### config.mk
export PLATFORM = sky130hd
export DESIGN_NAME = cmd_frame_parser
export DESIGN_NICKNAME = d
export VERILOG_FILES = /design/src/rtl/cfp_pkg.sv /design/src/rtl/cfp_frame_check.sv /design/src/rtl/cfp_naf_split.sv /design/src/rtl/cmd_frame_parser.sv
export SDC_FILE = /design/constraint.sdc
export NUM_CORES = 1
export LEC_CHECK = 0
export BUFFER_PORTS_ARGS = -buffer_cell sky130_fd_sc_hd__clkbuf_2
export CORE_UTILIZATION = 51
export CTS_BUF_LIST = sky130_fd_sc_hd__clkbuf_16
export DETAILED_ROUTE_END_ITERATION = 8
export PLACE_DENSITY = 0.79
export REMOVE_ABC_BUFFERS = 1
export SYNTH_ARGS = -nofsm -noshare
export SYNTH_HDL_FRONTEND = slang
export SYNTH_SLANG_ARGS = --single-unit
### constraint.sdc
create_clock -name clk -period 3 [get_ports clk]
set_input_delay 0 -clock clk [delete_from_list [all_inputs] [get_ports clk]]
set_output_delay 0 -clock clk [all_outputs]
set_load 0.01 [all_outputs]
### src/rtl/cfp_pkg.sv
package cfp_pkg;
    parameter int NARROW_W = 16;
    parameter int WIDE_W   = 24;
    parameter int CRATE_W  = 8;
    parameter int N_W      = 5;
    parameter int A_W      = 4;
    parameter int F_W      = 5;
    parameter int CNT_W    = 8;

    typedef enum logic [2:0] {
        ST_CRATE  = 3'd0,
        ST_NAF    = 3'd1,
        ST_WDATA  = 3'd2,
        ST_BT_NAF = 3'd3,
        ST_BT_CNT = 3'd4
    } cfp_state_e;

    typedef struct packed {
        logic [N_W-1:0] n;
        logic           sep_hi;
        logic [A_W-1:0] a;
        logic           sep_lo;
        logic [F_W-1:0] f;
    } naf_word_t;
endpackage

### src/rtl/cfp_frame_check.sv
module cfp_frame_check
    import cfp_pkg::*;
(
    input  logic [WIDE_W-1:0] payload,
    input  logic              wide,
    input  logic              parity,
    input  logic              expect_wide,
    output logic              frame_ok
);
    localparam int PAD_W = WIDE_W - NARROW_W;

    logic [WIDE_W-1:0] used_bits;
    logic              parity_ok;

    always_comb begin
        used_bits = wide ? payload : {{PAD_W{1'b0}}, payload[NARROW_W-1:0]};
        parity_ok = ^{used_bits, parity};
        frame_ok  = parity_ok && (wide == expect_wide);
    end
endmodule

### src/rtl/cfp_naf_split.sv
module cfp_naf_split
    import cfp_pkg::*;
#(
    parameter int MAX_N    = 24,
    parameter int BT_MAX_N = 23,
    parameter int BT_MAX_F = 7
) (
    input  logic [NARROW_W-1:0] word,
    output naf_word_t           fields,
    output logic                normal_ok,
    output logic                bt_fmt_ok
);
    localparam logic [N_W-1:0] MAX_N_L    = N_W'(MAX_N);
    localparam logic [N_W-1:0] BT_MAX_N_L = N_W'(BT_MAX_N);
    localparam logic [F_W-1:0] BT_MAX_F_L = F_W'(BT_MAX_F);

    always_comb begin
        fields    = naf_word_t'(word);
        normal_ok = fields.sep_hi && fields.sep_lo && (fields.n <= MAX_N_L);
        bt_fmt_ok = !fields.sep_hi && !fields.sep_lo &&
                    (fields.n <= BT_MAX_N_L) && (fields.f <= BT_MAX_F_L);
    end
endmodule

### src/rtl/cmd_frame_parser.sv
module cmd_frame_parser
    import cfp_pkg::*;
#(
    parameter int MAX_N      = 24,
    parameter int BT_MAX_N   = 23,
    parameter int BT_MAX_F   = 7,
    parameter int WRITE_F_LO = 16,
    parameter int WRITE_F_HI = 23,
    parameter int SETUP_N    = 24,
    parameter int SETUP_A    = 15,
    parameter int SETUP_F    = 16
) (
    input  logic                clk,
    input  logic                rst_n,
    input  logic                frm_valid,
    input  logic                frm_wide,
    input  logic [WIDE_W-1:0]   frm_payload,
    input  logic                frm_parity,
    output logic                cmd_done,
    output logic                proto_err,
    output logic [CRATE_W-1:0]  cmd_crate,
    output logic [N_W-1:0]      cmd_n,
    output logic [A_W-1:0]      cmd_a,
    output logic [F_W-1:0]      cmd_f,
    output logic                cmd_naf_ok,
    output logic                cmd_is_write,
    output logic [WIDE_W-1:0]   cmd_wdata,
    output logic                cmd_is_bt,
    output logic [N_W-1:0]      bt_n,
    output logic [A_W-1:0]      bt_a,
    output logic [F_W-1:0]      bt_f,
    output logic                bt_ok,
    output logic [CNT_W-1:0]    bt_wcnt_m1,
    output logic [CNT_W-1:0]    bt_noq_m1
);
    localparam logic [N_W-1:0] SETUP_N_L  = N_W'(SETUP_N);
    localparam logic [A_W-1:0] SETUP_A_L  = A_W'(SETUP_A);
    localparam logic [F_W-1:0] SETUP_F_L  = F_W'(SETUP_F);
    localparam logic [F_W-1:0] WR_LO_L    = F_W'(WRITE_F_LO);
    localparam logic [F_W-1:0] WR_HI_L    = F_W'(WRITE_F_HI);
    localparam logic [N_W-1:0] MAX_N_L    = N_W'(MAX_N);
    localparam logic [N_W-1:0] BT_MAX_N_L = N_W'(BT_MAX_N);
    localparam logic [F_W-1:0] BT_MAX_F_L = F_W'(BT_MAX_F);
    localparam int             CRATE_LSB  = NARROW_W - CRATE_W;

    cfp_state_e st_q, st_nx;
    logic       frame_ok, expect_wide;
    naf_word_t  naf;
    logic       naf_fmt_ok, bt_fmt_ok;
    logic       is_setup, is_wr;
    logic       finish, abort;

    assign expect_wide = (st_q == ST_WDATA);

    cfp_frame_check u_check (
        .payload     (frm_payload),
        .wide        (frm_wide),
        .parity      (frm_parity),
        .expect_wide (expect_wide),
        .frame_ok    (frame_ok)
    );

    cfp_naf_split #(
        .MAX_N    (MAX_N),
        .BT_MAX_N (BT_MAX_N),
        .BT_MAX_F (BT_MAX_F)
    ) u_split (
        .word      (frm_payload[NARROW_W-1:0]),
        .fields    (naf),
        .normal_ok (naf_fmt_ok),
        .bt_fmt_ok (bt_fmt_ok)
    );

    always_comb begin
        is_setup = naf_fmt_ok && naf.n == SETUP_N_L && naf.a == SETUP_A_L && naf.f == SETUP_F_L;
        is_wr    = naf_fmt_ok && !is_setup && naf.f >= WR_LO_L && naf.f <= WR_HI_L;
    end

    // next-state and completion decode
    always_comb begin
        st_nx  = st_q;
        finish = 1'b0;
        abort  = 1'b0;
        unique case (st_q)
            ST_CRATE: begin
                if (frm_valid && frame_ok) st_nx = ST_NAF;
            end
            ST_NAF: begin
                if (frm_valid) begin
                    if (!frame_ok)     abort  = 1'b1;
                    else if (is_setup) st_nx  = ST_BT_NAF;
                    else if (is_wr)    st_nx  = ST_WDATA;
                    else               finish = 1'b1;
                end
            end
            ST_WDATA: begin
                if (frm_valid) begin
                    if (frame_ok) finish = 1'b1;
                    else          abort  = 1'b1;
                end
            end
            ST_BT_NAF: begin
                if (frm_valid) begin
                    if (frame_ok) st_nx = ST_BT_CNT;
                    else          abort = 1'b1;
                end
            end
            ST_BT_CNT: begin
                if (frm_valid) begin
                    if (frame_ok) finish = 1'b1;
                    else          abort  = 1'b1;
                end
            end
            default: st_nx = ST_CRATE;
        endcase
        if (finish || abort) st_nx = ST_CRATE;
    end

    // state register
    always_ff @(posedge clk) begin
        if (!rst_n) st_q <= ST_CRATE;
        else        st_q <= st_nx;
    end

    // output and record registers
    always_ff @(posedge clk) begin
        if (!rst_n) begin
            cmd_done     <= 1'b0;
            proto_err    <= 1'b0;
            cmd_crate    <= '0;
            cmd_n        <= '0;
            cmd_a        <= '0;
            cmd_f        <= '0;
            cmd_naf_ok   <= 1'b0;
            cmd_is_write <= 1'b0;
            cmd_wdata    <= '0;
            cmd_is_bt    <= 1'b0;
            bt_n         <= '0;
            bt_a         <= '0;
            bt_f         <= '0;
            bt_ok        <= 1'b0;
            bt_wcnt_m1   <= '0;
            bt_noq_m1    <= '0;
        end else begin
            cmd_done  <= finish;
            proto_err <= abort;
            if (frm_valid && frame_ok) begin
                unique case (st_q)
                    ST_CRATE: begin
                        cmd_crate    <= frm_payload[NARROW_W-1:CRATE_LSB];
                        cmd_n        <= '0;
                        cmd_a        <= '0;
                        cmd_f        <= '0;
                        cmd_naf_ok   <= 1'b0;
                        cmd_is_write <= 1'b0;
                        cmd_wdata    <= '0;
                        cmd_is_bt    <= 1'b0;
                        bt_n         <= '0;
                        bt_a         <= '0;
                        bt_f         <= '0;
                        bt_ok        <= 1'b0;
                        bt_wcnt_m1   <= '0;
                        bt_noq_m1    <= '0;
                    end
                    ST_NAF: begin
                        cmd_n        <= naf.n;
                        cmd_a        <= naf.a;
                        cmd_f        <= naf.f;
                        cmd_naf_ok   <= naf_fmt_ok;
                        cmd_is_write <= is_wr;
                        cmd_is_bt    <= is_setup;
                    end
                    ST_WDATA: cmd_wdata <= frm_payload;
                    ST_BT_NAF: begin
                        bt_n  <= naf.n;
                        bt_a  <= naf.a;
                        bt_f  <= naf.f;
                        bt_ok <= bt_fmt_ok;
                    end
                    ST_BT_CNT: begin
                        bt_wcnt_m1 <= frm_payload[NARROW_W-1:CNT_W];
                        bt_noq_m1  <= frm_payload[CNT_W-1:0];
                    end
                    default: ;
                endcase
            end
        end
    end

    // assertions
    AST_PULSE_EXCL: assert property (@(posedge clk) disable iff (!rst_n) !(cmd_done && proto_err));
    AST_DONE_AFTER_STROBE: assert property (@(posedge clk) disable iff (!rst_n) (cmd_done || proto_err) |-> $past(frm_valid));
    AST_ABORT_TO_CRATE: assert property (@(posedge clk) disable iff (!rst_n) proto_err |-> st_q == ST_CRATE);
    AST_DONE_TO_CRATE: assert property (@(posedge clk) disable iff (!rst_n) cmd_done |-> st_q == ST_CRATE);
    AST_NAF_RANGE: assert property (@(posedge clk) disable iff (!rst_n) (cmd_done && cmd_naf_ok) |-> cmd_n <= MAX_N_L);
    AST_WRITE_F_RANGE: assert property (@(posedge clk) disable iff (!rst_n) (cmd_done && cmd_is_write) |-> (cmd_f >= WR_LO_L && cmd_f <= WR_HI_L));
    AST_SETUP_NOT_WRITE: assert property (@(posedge clk) disable iff (!rst_n) cmd_done |-> !(cmd_is_bt && cmd_is_write));
    AST_BT_RANGE: assert property (@(posedge clk) disable iff (!rst_n) (cmd_done && bt_ok) |-> (cmd_is_bt && bt_n <= BT_MAX_N_L && bt_f <= BT_MAX_F_L));
endmodule

### Word level (Yosys, flattened, before mapping)

Index checks and enable logic that the tools add are counted.
Widths: inputs -> output; s select.

| storage, ports and cells | value |
|---|---|
| bits in registers | 85 |
| input port bits | 29 |
| output and inout bits | 82 |
| word-level logic and storage cells | 102 |

| cells by class | value |
|---|---|
| $lt $le $gt $ge | 5 |
| equality and inequality tests | 14 |
| mux-type cells | 32 |
| bitwise logic cells | 2 |
| reductions and logical operators | 32 |

Operators with widths:

| cell | count |
|---|---|
| $pmux 24 s2 | 1 |
| $pmux 5 s2 | 4 |
| $pmux 8 s2 | 2 |
| $reduce_xor 25->1 | 1 |
| $mux 24 | 1 |
| $mux 3 | 7 |
| $pmux 4 s2 | 2 |
| $le 5x5->1 const B | 3 |
| $logic_and 1x1->1 | 13 |
| $pmux 3 s4 | 1 |
| $eq 5x5->1 const B | 2 |
| $ne 2x2->1 const B | 5 |
| $pmux 1 s2 | 5 |
| $reduce_and 2->1 | 5 |
| $mux 1 | 9 |
| $reduce_bool 2->1 | 4 |
| $reduce_and 7->1 | 1 |
| $eq 3x2->1 const B | 2 |
| $ge 5x5->1 const B | 1 |
| $le 5x3->1 const B | 1 |
| $eq 4x4->1 const B | 1 |
| $reduce_or 2->1 | 2 |
| $reduce_or 4->1 | 1 |
| $eq 3x1->1 const B | 1 |
| other kinds (7) | 10 |

### Depth between registers and ports, before layout

Gate-level depths: netlist of run 1.

| depth | value |
|---|---|
| word-level depth | 16 |
| depth in mapped cells | 11 |

### Modules after synthesis

A second synthesis of run 1 with hierarchy kept.

| second synthesis, totals | value |
|---|---|
| cell total of the unflattened synthesis | 416 |
| area total of the unflattened synthesis | 3872.5 sq um |

By module, submodules not included:

| module | instances | cells an instance | area each (sq um) | sequential area each (sq um) |
|---|---|---|---|---|
| cmd_frame_parser | 1 | 372 | 3442.1 | 1701.6 |
| cfp_frame_check | 1 | 24 | 281.5 | 0.0 |
| cfp_naf_split | 1 | 20 | 148.9 | 0.0 |

### Worst setup path before layout of run 1

OpenSTA, ideal clock, no wires.

| path | value |
|---|---|
| kind | input to register |
| start point | input frm_payload[4] |
| end point | register cmd_naf_ok |
| arrival | 2599 ps |
| data required time | 2928 ps |
| path slack | 329 ps |
| stages | 11 |
| path through | clkbuf_1 inv_1 ha_1 xnor3_1 xnor3_1 xnor2_2 xor3_1 nor4_1 buf_4 buf_6 mux2i_1 |

| on the way | value |
|---|---|
| word-level cells in the longest chain between the ends | 5 |

Ends and longest elaborated chain:

| element | RTL line | text |
|---|---|---|
| start: declaration | cmd_frame_parser.sv:17 | `input logic [WIDE_W-1:0] frm_payload,` |
| $mux 24 | cfp_frame_check.sv:16 | `used_bits = wide ? payload : {{PAD_W{1'b0}}, payload[NARROW_W-1:0]};` |
| $reduce_xor 25->1 | cfp_frame_check.sv:17 | `parity_ok = ^{used_bits, parity};` |
| $logic_and 1x1->1 | cfp_frame_check.sv:18 | `frame_ok = parity_ok && (wide == expect_wide);` |
| $logic_and 1x1->1 | cmd_frame_parser.sv:147 | `if (frm_valid && frame_ok) begin` |
| $reduce_and 2->1 (no line) | n/a |  |
| end signal: assignment | cmd_frame_parser.sv:169 | `cmd_naf_ok <= naf_fmt_ok;` |
| end: declaration | cmd_frame_parser.sv:25 | `output logic cmd_naf_ok,` |

Every way passes these cells.
A chain may end at the register's enable or synchronous reset.

### Worst setup path after layout of run 1

| path | value |
|---|---|
| start point | input frm_payload[11] |
| end point | register cmd_f[4] |

| on the way | value |
|---|---|
| word-level cells in the longest chain between the ends | 5 |

Ends and longest elaborated chain:

| element | RTL line | text |
|---|---|---|
| $mux 24 | cfp_frame_check.sv:16 |  |
| $reduce_xor 25->1 | cfp_frame_check.sv:17 |  |
| $logic_and 1x1->1 | cfp_frame_check.sv:18 |  |
| $logic_and 1x1->1 | cmd_frame_parser.sv:147 |  |
| $reduce_and 2->1 (no line) | n/a |  |
| end signal: assignment | cmd_frame_parser.sv:168 | `cmd_f <= naf.f;` |
| end: declaration | cmd_frame_parser.sv:24 | `output logic [F_W-1:0] cmd_f,` |

Every way passes these cells.

==> run summary, run 1 <==
Growth of design area from synthesis to finish -> 28.8%
Overall track demand over capacity in global routing -> 0.275
Worst Hold Path EP -> bt_f[2]$_SDFFE_PN0P_
Largest family of logic cells by synthesized area -> compound AO/OA/AOI/OAI gates
Number of design-rule violations left by the first detailed-router iteration -> 211
Proportion of layout cells with a drive suffix above 1 -> 0.304
Max-Slew Margin vs Limit -> 0.599
Top metal layer carrying routed signals -> met4
Routed Wire Length -> 10.2 mm
Post-route clock period utilization -> 0.947
Start-to-end type of the worst setup path -> in -> reg
Total power after layout -> 3.08 mW
Reg-to-Reg End -> cmd_f[4]$_SDFFE_PN0P_
Core area -> 6870 µm²
Total leakage power -> 2.05 nW
Clock Path Buffers -> 2
Cell with the largest stage delay on the worst path -> sky130_fd_sc_hd__dlygate4sd3_1
Total overflow reported by the global router -> 0
EDFF count, synth -> 0
Peak supply drop -> 0.360 mV
Weighted congestion at the end of routability-driven global placement -> 0.883
Number of buffer and inverter stages on the critical path -> 4
Type of origin of the critical path -> input port
Top Family by Delay on Critical Path -> XOR/XNOR gates
Compound-Gate Fraction of Synth Area -> 0.149
Count of standard-cell rows -> 30
Sequential fraction of the synthesis area -> 0.462
Antenna violations before repair -> 0
Critical path, cell by cell -> dlygate4sd3_1, clkbuf_2, inv_1, ha_1, xnor3_1, xnor3_1, xnor2_2, xor3_2, nor4_2, buf_12, mux2i_1
Detailed-router iteration count before antenna repair -> 5
Synthesized instance count -> 373
Count of final hold-check violations -> 0
Max Transition Viols Final -> 0
DIE WIDTH -> 87.0 µm
Port buffer count -> 110
Inserted Clock Buffers -> 9
Fmax -> 0.352 GHz
Final clock skew -> 0.00755 ns
Filler Cell Count -> 548
Post-synthesis cell type count -> 40
Warnings, synthesis -> 0
Arrival time of data at the critical path endpoint -> 3.10 ns
Mux share of post-synthesis cell area -> 0.0923
Critical path fanouts, max -> 17
Detailed-route wire length per cell -> 17.3 µm
Fraction of synthesized cell area taken by the top area cell type -> 0.462
Setup repair after global routing missed its margin -> false
Diodes inserted -> 0
Number of H-tree levels -> 3
Met3 WL post-DR -> 609 µm
Pin count of the biggest net entering global routing -> 42
Avg Vias per Cell -> 5.69
Cell area after synthesis -> 3690 µm²
Dominant register cell in the synthesized netlist -> sky130_fd_sc_hd__dfxtp_1
Core occupancy in the finished layout -> 0.691
Die area -> 7570 µm²
Total setup violations reported at the end of the flow -> 0
Clock tree from TritonCTS -> built
Via count of the first global-routing pass -> 3125
Startpoint of the most critical hold path -> frm_payload[2]
Final Critical Period -> 2.84 ns
Type of the tightest min-delay check -> in -> reg
Wire length on met1 -> 4.24 mm
Ratio of total power to cell area -> 650 nW/µm²
Critical path data required time -> 3.26 ns
Average footprint of a synthesized cell -> 9.88 µm²
Pin slew with the least headroom to its limit -> 0.601 ns
Floorplan die height -> 87.0 µm
Count of max-cap constraint violations -> 0
Post-Synth Adder-Cell Area -> 0.0238
Routed via count -> 3352
Initial core utilization -> 0.537
Number of flip-flops and latches in the synthesized netlist -> 85
Share of synthesized registers carrying an async set or reset -> 0
CP dominant cell by count -> sky130_fd_sc_hd__xnor3_1
Max incr delay on CP -> 0.52 ns
Routed met2 length -> 5.19 mm
Root buffer selected by CTS -> sky130_fd_sc_hd__clkbuf_16
Insertion delay to the later sink of the worst-skew pair -> 0.34 ns
Area share of and/or/nand/nor cells after synthesis -> 0.148
Number of top-level pins -> 111
Hold Path Stages -> 2
DRC violation count after routing -> 0
Number of clock sinks seen by CTS -> 85
R2R Path Start -> st_q[1]$_SDFFE_PP0P_
Worst setup EP type -> register
Number of cells on the worst reg-to-reg path -> 7
Final Net Count -> 524
Status -> finished clean
Global-route wire length before repair -> 15.7 mm
Post-synthesis xor/xnor area fraction -> 0.0703
Sum of net half-perimeters after detailed placement -> 6.78 mm
Cells taking the most area after synthesis -> sky130_fd_sc_hd__dfxtp_1 46%, sky130_fd_sc_hd__a22o_1 9.3%, sky130_fd_sc_hd__mux2i_1 9.2%
Reg-to-reg setup timing slack -> 1.05 ns
Dominant cell type by area after synthesis -> sky130_fd_sc_hd__dfxtp_1
Clk pin slew, worst setup/hold paths -> 0.06 ns
Detail Route Antenna Nets -> 0
layout make-up:
type / instances / area (µm²) / area share
clock buffer: 9 / 225 / 0.0474
clock inverter: 7 / 75.1 / 0.0158
inverter: 9 / 33.8 / 0.00712
multi-input combinational: 245 / 1790 / 0.377
sequential: 85 / 1700 / 0.358
tap: 96 / 120 / 0.0253
timing repair buffer: 138 / 803 / 0.169
layer usage:
| metal | track usage | vias to the layer above |
|---|---|---|
| li1 | - | 1567 |
| met4 | 0.0742 | 0 |
| met2 | 0.480 | 146 |
| met5 | 0 | - |
| met1 | 0.340 | 1626 |
| met3 | 0.0654 | 13 |
worst max path at each step:
stage | from | end | slack [ns] | depth (start not counted)
final | frm_payload[11] | cmd_f[4]$_SDFFE_PN0P_ | 0.16 | 11
after global routing | frm_payload[11] | cmd_f[2]$_SDFFE_PN0P_ | 0.04 | 11
after CTS | frm_payload[11] | bt_wcnt_m1[2]$_SDFFE_PN0P_ | 0.06 | 10
after detailed placement | frm_payload[3] | bt_noq_m1[5]$_SDFFE_PN0P_ | 0.16 | 9
after global placement | frm_payload[3] | bt_noq_m1[6]$_SDFFE_PN0P_ | 0.24 | 9
after floorplan | frm_payload[3] | cmd_a[0]$_SDFFE_PN0P_ | -1.50 | 8
what timing repair did:
| action | 4_1_cts | 5_1_grt |
|---|---|---|
| buffers inserted | 0 | 0 |
| resized for setup | 0 | 2 |
| setup endpoints to repair | 0 | 18 |
| endpoints found under the hold margin | 12 | 0 |
| hold buffers | 12 | 0 |
power by group:
group,switching [mW],internal (mW),leakage [nW]
clock,0.472,0.649,0.145
sequential,0.0150,1.16,0.685
combinational,0.463,0.327,1.22
total,0.950,2.13,2.05
state kept, by name (all words and copies together) (netlist names), 4 cells and up:
name,count
cmd_f,5
bt_n,5
bt_a,4
cmd_wdata,24
cmd_a,4
bt_f,5
cmd_crate,8
bt_wcnt_m1,8
cmd_n,5
bt_noq_m1,8
placed cells by master, fill, tap and decap left out, types with 11 or more instances in the layout:
cell and count:
sky130_fd_sc_hd__a21oi_1 11, sky130_fd_sc_hd__a22o_1 39, sky130_fd_sc_hd__buf_4 15, sky130_fd_sc_hd__clkbuf_2 110
sky130_fd_sc_hd__dfxtp_1 85, sky130_fd_sc_hd__dlygate4sd3_1 12, sky130_fd_sc_hd__mux2i_1 34, sky130_fd_sc_hd__nand2_1 42
sky130_fd_sc_hd__nand3_1 44, sky130_fd_sc_hd__o21ai_0 12
Yosys cell counts (2+ instances only):
cell type,instances
sky130_fd_sc_hd__a211oi_1,2
sky130_fd_sc_hd__a21oi_1,11
sky130_fd_sc_hd__a22o_1,39
sky130_fd_sc_hd__a31oi_2,2
sky130_fd_sc_hd__and2_1,2
sky130_fd_sc_hd__and3_1,3
sky130_fd_sc_hd__buf_2,7
sky130_fd_sc_hd__buf_4,3
sky130_fd_sc_hd__buf_6,3
sky130_fd_sc_hd__clkbuf_1,19
sky130_fd_sc_hd__dfxtp_1,85
sky130_fd_sc_hd__ha_1,7
sky130_fd_sc_hd__inv_1,9
sky130_fd_sc_hd__mux2i_1,34
sky130_fd_sc_hd__nand2_1,42
sky130_fd_sc_hd__nand3_1,44
sky130_fd_sc_hd__nand4_1,4
sky130_fd_sc_hd__nor2_1,7
sky130_fd_sc_hd__nor3_1,2
sky130_fd_sc_hd__nor4_1,5
sky130_fd_sc_hd__o21ai_0,12
sky130_fd_sc_hd__xnor2_1,7
sky130_fd_sc_hd__xnor2_2,2
sky130_fd_sc_hd__xnor3_1,3
sky130_fd_sc_hd__xor2_1,3
sky130_fd_sc_hd__xor3_1,2
worst register-to-register path, delay by kind of cell, from the launching register on:
family / cells / cell delay (ns)
xor+xnor: 1 / 0.17
buf+inv: 2 / 0.40
flops: 1 / 0.54
mux: 1 / 0.25
simple gates: 3 / 0.52
kinds of logic after synthesis:
group           after synthesis
flops                        85
mux                          34
xor+xnor                     18
fa+ha+maj                     7
simple gates                114
buf+inv                      43
compound gates               72
through the flow:
stage / instance area (µm²) / setup slack (ns) / setup TNS [ns] / hold WS, ns / std cells
global placement: 4320 / 0.237 / 0 / 0.235 / 561
global route: 4750 / 0.0446 / 0 / 0.0394 / 589
CTS: 4740 / 0.0632 / 0 / 0.0222 / 589
finish: 4750 / 0.158 / 0 / 0.0284 / 589
detailed placement: 4320 / 0.161 / 0 / 0.249 / 561
floorplan: 3510 / -1.50 / -25.48 / 0.118 / 339
(Power assumes the default switching activity.)
==> inputs of run 2 (changes only) <==
Settings changed: CTS_BUF_LIST sky130_fd_sc_hd__clkbuf_16 to unset.
==> run 2 against run 1 <==
Effect of this change:
- combinational power down 0.8%
- global-route usage down 0.25 points
- non-clock buffer count up 4
- utilization down 0.77 points
- first-iteration DRC count down 32%
==> run summary, run 2 (synthesized netlist as in run 1, its figures left out) <==
Status -> finished clean
Setup repair after global routing missed its margin -> false
DIE WIDTH -> 87.0 µm (unchanged)
Max incr delay on CP -> 0.52 ns (about the same)
Number of clock sinks seen by CTS -> 85 (unchanged)
Diodes inserted -> 0 (unchanged)
Reg-to-Reg End -> bt_wcnt_m1[2]$_SDFFE_PN0P_
M1 GR Usage -> 0.333 (-0.00700)
Setup ws final -> 0.175 ns (+0.0167 ns)
Pin count of the biggest net entering global routing -> 42 (unchanged)
Antenna violations before repair -> 0 (unchanged)
Layer with the highest usage after global routing -> met2
Count of max-cap constraint violations -> 0 (unchanged)
R2R Path Start -> st_q[1]$_SDFFE_PP0P_
Worst setup EP type -> register
Detailed-route wire length per cell -> 16.7 µm (-3.3%)
DRC violation count after routing -> 0 (unchanged)
Arrival time of data at the critical path endpoint -> 3.11 ns (about the same)
Most frequent cells in the layout -> 110 x sky130_fd_sc_hd__clkbuf_2, 85 x sky130_fd_sc_hd__dfxtp_1, 44 x sky130_fd_sc_hd__nand3_1
Startpoint of the most critical hold path -> frm_payload[9]
Final Net Count -> 528 (+0.76%)
CP dominant cell by count -> sky130_fd_sc_hd__xnor3_1
Top Family by Delay on Critical Path -> XOR/XNOR gates
Number of cells on the worst reg-to-reg path -> 5 (-2)
Fmax -> 0.354 GHz (+0.59%)
Number of top-level pins -> 111 (unchanged)
Worst Hold Path EP -> cmd_crate[1]$_SDFFE_PN0P_
Proportion of layout cells with a drive suffix above 1 -> 0.302 (-0.00245)
Post-CTS setup buffer count -> 0 (unchanged)
Leading cell type in the layout, fill and taps excluded -> sky130_fd_sc_hd__clkbuf_2
Critical path data required time -> 3.29 ns (+0.03 ns)
Placed cells -> 561 (unchanged)
Routed Wire Length -> 9.92 mm (-2.6%)
Critical path fanouts, max -> 17 (unchanged)
Setup TNS -> 0 ns (unchanged)
Worst Setup Slack post-DPL -> 0.161 ns (unchanged)
Filler Cell Count -> 558 (+1.8%)
Post-route clock period utilization -> 0.942 (-0.00556)
Count of final hold-check violations -> 0 (unchanged)
Count of standard-cell rows -> 30 (unchanged)
Peak supply drop -> 0.315 mV (-13%)
Number of H-tree levels -> 3 (unchanged)
Start-to-end type of the worst setup path -> in -> reg
Clock tree from TritonCTS -> built
Hold Path Stages -> 3 (+1)
Type of origin of the critical path -> input port
Max-Slew Margin vs Limit -> 0.604 (+0.00445)
Port buffer count -> 110 (unchanged)
Routed via count -> 3313 (-1.2%)
Sum of net half-perimeters after detailed placement -> 6.78 mm (unchanged)
Reg-to-reg setup timing slack -> 1.04 ns (about the same)
Pin slew with the least headroom to its limit -> 0.595 ns (-0.00667 ns)
Cell Count, Final, Fillers Out -> 593 (+0.68%)
Number of buffer and inverter stages on the critical path -> 4 (unchanged)
Type of the tightest min-delay check -> in -> reg
Inserted Clock Buffers -> 9 (unchanged)
Core area -> 6870 µm² (unchanged)
Max Transition Viols Final -> 0 (unchanged)
Detailed-router iteration count before antenna repair -> 4 (-1)
Critical path, cell by cell -> dlygate4sd3_1, clkbuf_2, inv_1, ha_1, xnor3_1, xnor3_1, xnor2_2, xor3_1, nor4_2, buf_12, mux2i_1
Clock Path Buffers -> 2 (unchanged)
Total setup violations reported at the end of the flow -> 0 (unchanged)
Overall track demand over capacity in global routing -> 0.273 (-0.00255)
Avg Vias per Cell -> 5.59 (-1.8%)
Global-route wire length before repair -> 15.6 mm (-0.65%)
Most flops, register -> cmd_wdata
Number of design-rule violations left by the first detailed-router iteration -> 143 (-32%)
Total overflow reported by the global router -> 0 (unchanged)
Flip-flop count of the largest register after layout -> 24 (unchanged)
Growth of design area from synthesis to finish -> 27.4%
Die area -> 7570 µm² (unchanged)
Final clock skew -> 0.0113 ns (+0.00374 ns)
Detail Route Antenna Nets -> 0 (unchanged)
Weighted congestion at the end of routability-driven global placement -> 0.883 (unchanged)
Floorplan die height -> 87.0 µm (unchanged)
Via count of the first global-routing pass -> 3146 (+0.67%)
Ratio of total power to cell area -> 598 nW/µm² (-7.9%)
Clk pin slew, worst setup/hold paths -> 0.09 ns (+0.03 ns)
Met3 track utilization from global routing -> 0.0531 (-0.0123)
Total leakage power -> 2.03 nW (-1.2%)
Cell with the largest stage delay on the worst path -> sky130_fd_sc_hd__dlygate4sd3_1
Initial core utilization -> 0.537 (unchanged)
Insertion delay to the later sink of the worst-skew pair -> 0.36 ns (+0.02 ns)
Final Critical Period -> 2.82 ns (-0.0167 ns)
GRT met2 Usage -> 0.475 (-0.00501)
Root buffer selected by CTS -> sky130_fd_sc_hd__clkbuf_8
-- run 2: layout make-up --
cell class              instances  area, µm²  area share
repair buffers                142        843       0.180
inverters                       9       33.8     0.00720
clock inverters                 6       71.3      0.0152
multi-input cells             245       1790       0.381
flip-flops and latches         85       1700       0.362
well taps                      96        120      0.0256
clock buffers                  10        138      0.0293
-- run 2: stage by stage --
step	util	instance area [µm²]	total power [mW]	hold WS (ns)
6_report	0.683	4690	2.81	0.0146
5_1_grt	0.683	4690	2.92	0.0107
4_1_cts	0.683	4690	2.82	0.00851
3_5_place_dp	0.630	4320	1.96	0.249
3_3_place_gp	0.630	4320	1.95	0.235
2_1_floorplan	-	3510	1.67	0.118
-- run 2: how the worst max path moves through the flow --
stage / cells past startpoint / end / slack [ns] / start
2_1_floorplan: 8 / cmd_a[0]$_SDFFE_PN0P_ / -1.50 / frm_payload[3]
3_3_place_gp: 9 / bt_noq_m1[6]$_SDFFE_PN0P_ / 0.24 / frm_payload[3]
3_5_place_dp: 9 / bt_noq_m1[5]$_SDFFE_PN0P_ / 0.16 / frm_payload[3]
4_1_cts: 10 / bt_wcnt_m1[2]$_SDFFE_PN0P_ / 0.10 / frm_payload[11]
5_1_grt: 11 / cmd_f[2]$_SDFFE_PN0P_ / 0.04 / frm_payload[11]
6_report: 11 / cmd_f[2]$_SDFFE_PN0P_ / 0.18 / frm_payload[11]
-- run 2: power by group --
group	leakage (nW)	total, mW	switching, mW	internal, mW
Combinational	1.24	0.784	0.457	0.328
Sequential	0.685	1.17	0.0147	1.16
Clock	0.104	0.853	0.439	0.415
Total	2.03	2.81	0.910	1.90
-- run 2: worst reg2reg max path, cell delays in order, from the launching register on --
cell and delay [ns]:
sky130_fd_sc_hd__dfxtp_1 0.54, sky130_fd_sc_hd__nand2_1 0.11, sky130_fd_sc_hd__xor2_1 0.17, sky130_fd_sc_hd__and2_1 0.24
sky130_fd_sc_hd__and3_2 0.56, sky130_fd_sc_hd__mux2i_1 0.25
-- run 2: metal layers --
| layer | wire [µm] | up-vias |
|---|---|---|
| met5 | 0 | - |
| met4 | 200 | 0 |
| met3 | 502 | 16 |
| met2 | 5010 | 118 |
| met1 | 4200 | 1602 |
| li1 | - | 1577 |
-- run 2: timing repair --
action | in CTS | in global routing
hold buffers | 16 | 0
endpoints found under the setup margin | 0 | 11
gates resized for setup | 0 | 1
endpoints found under the hold margin | 29 | 0
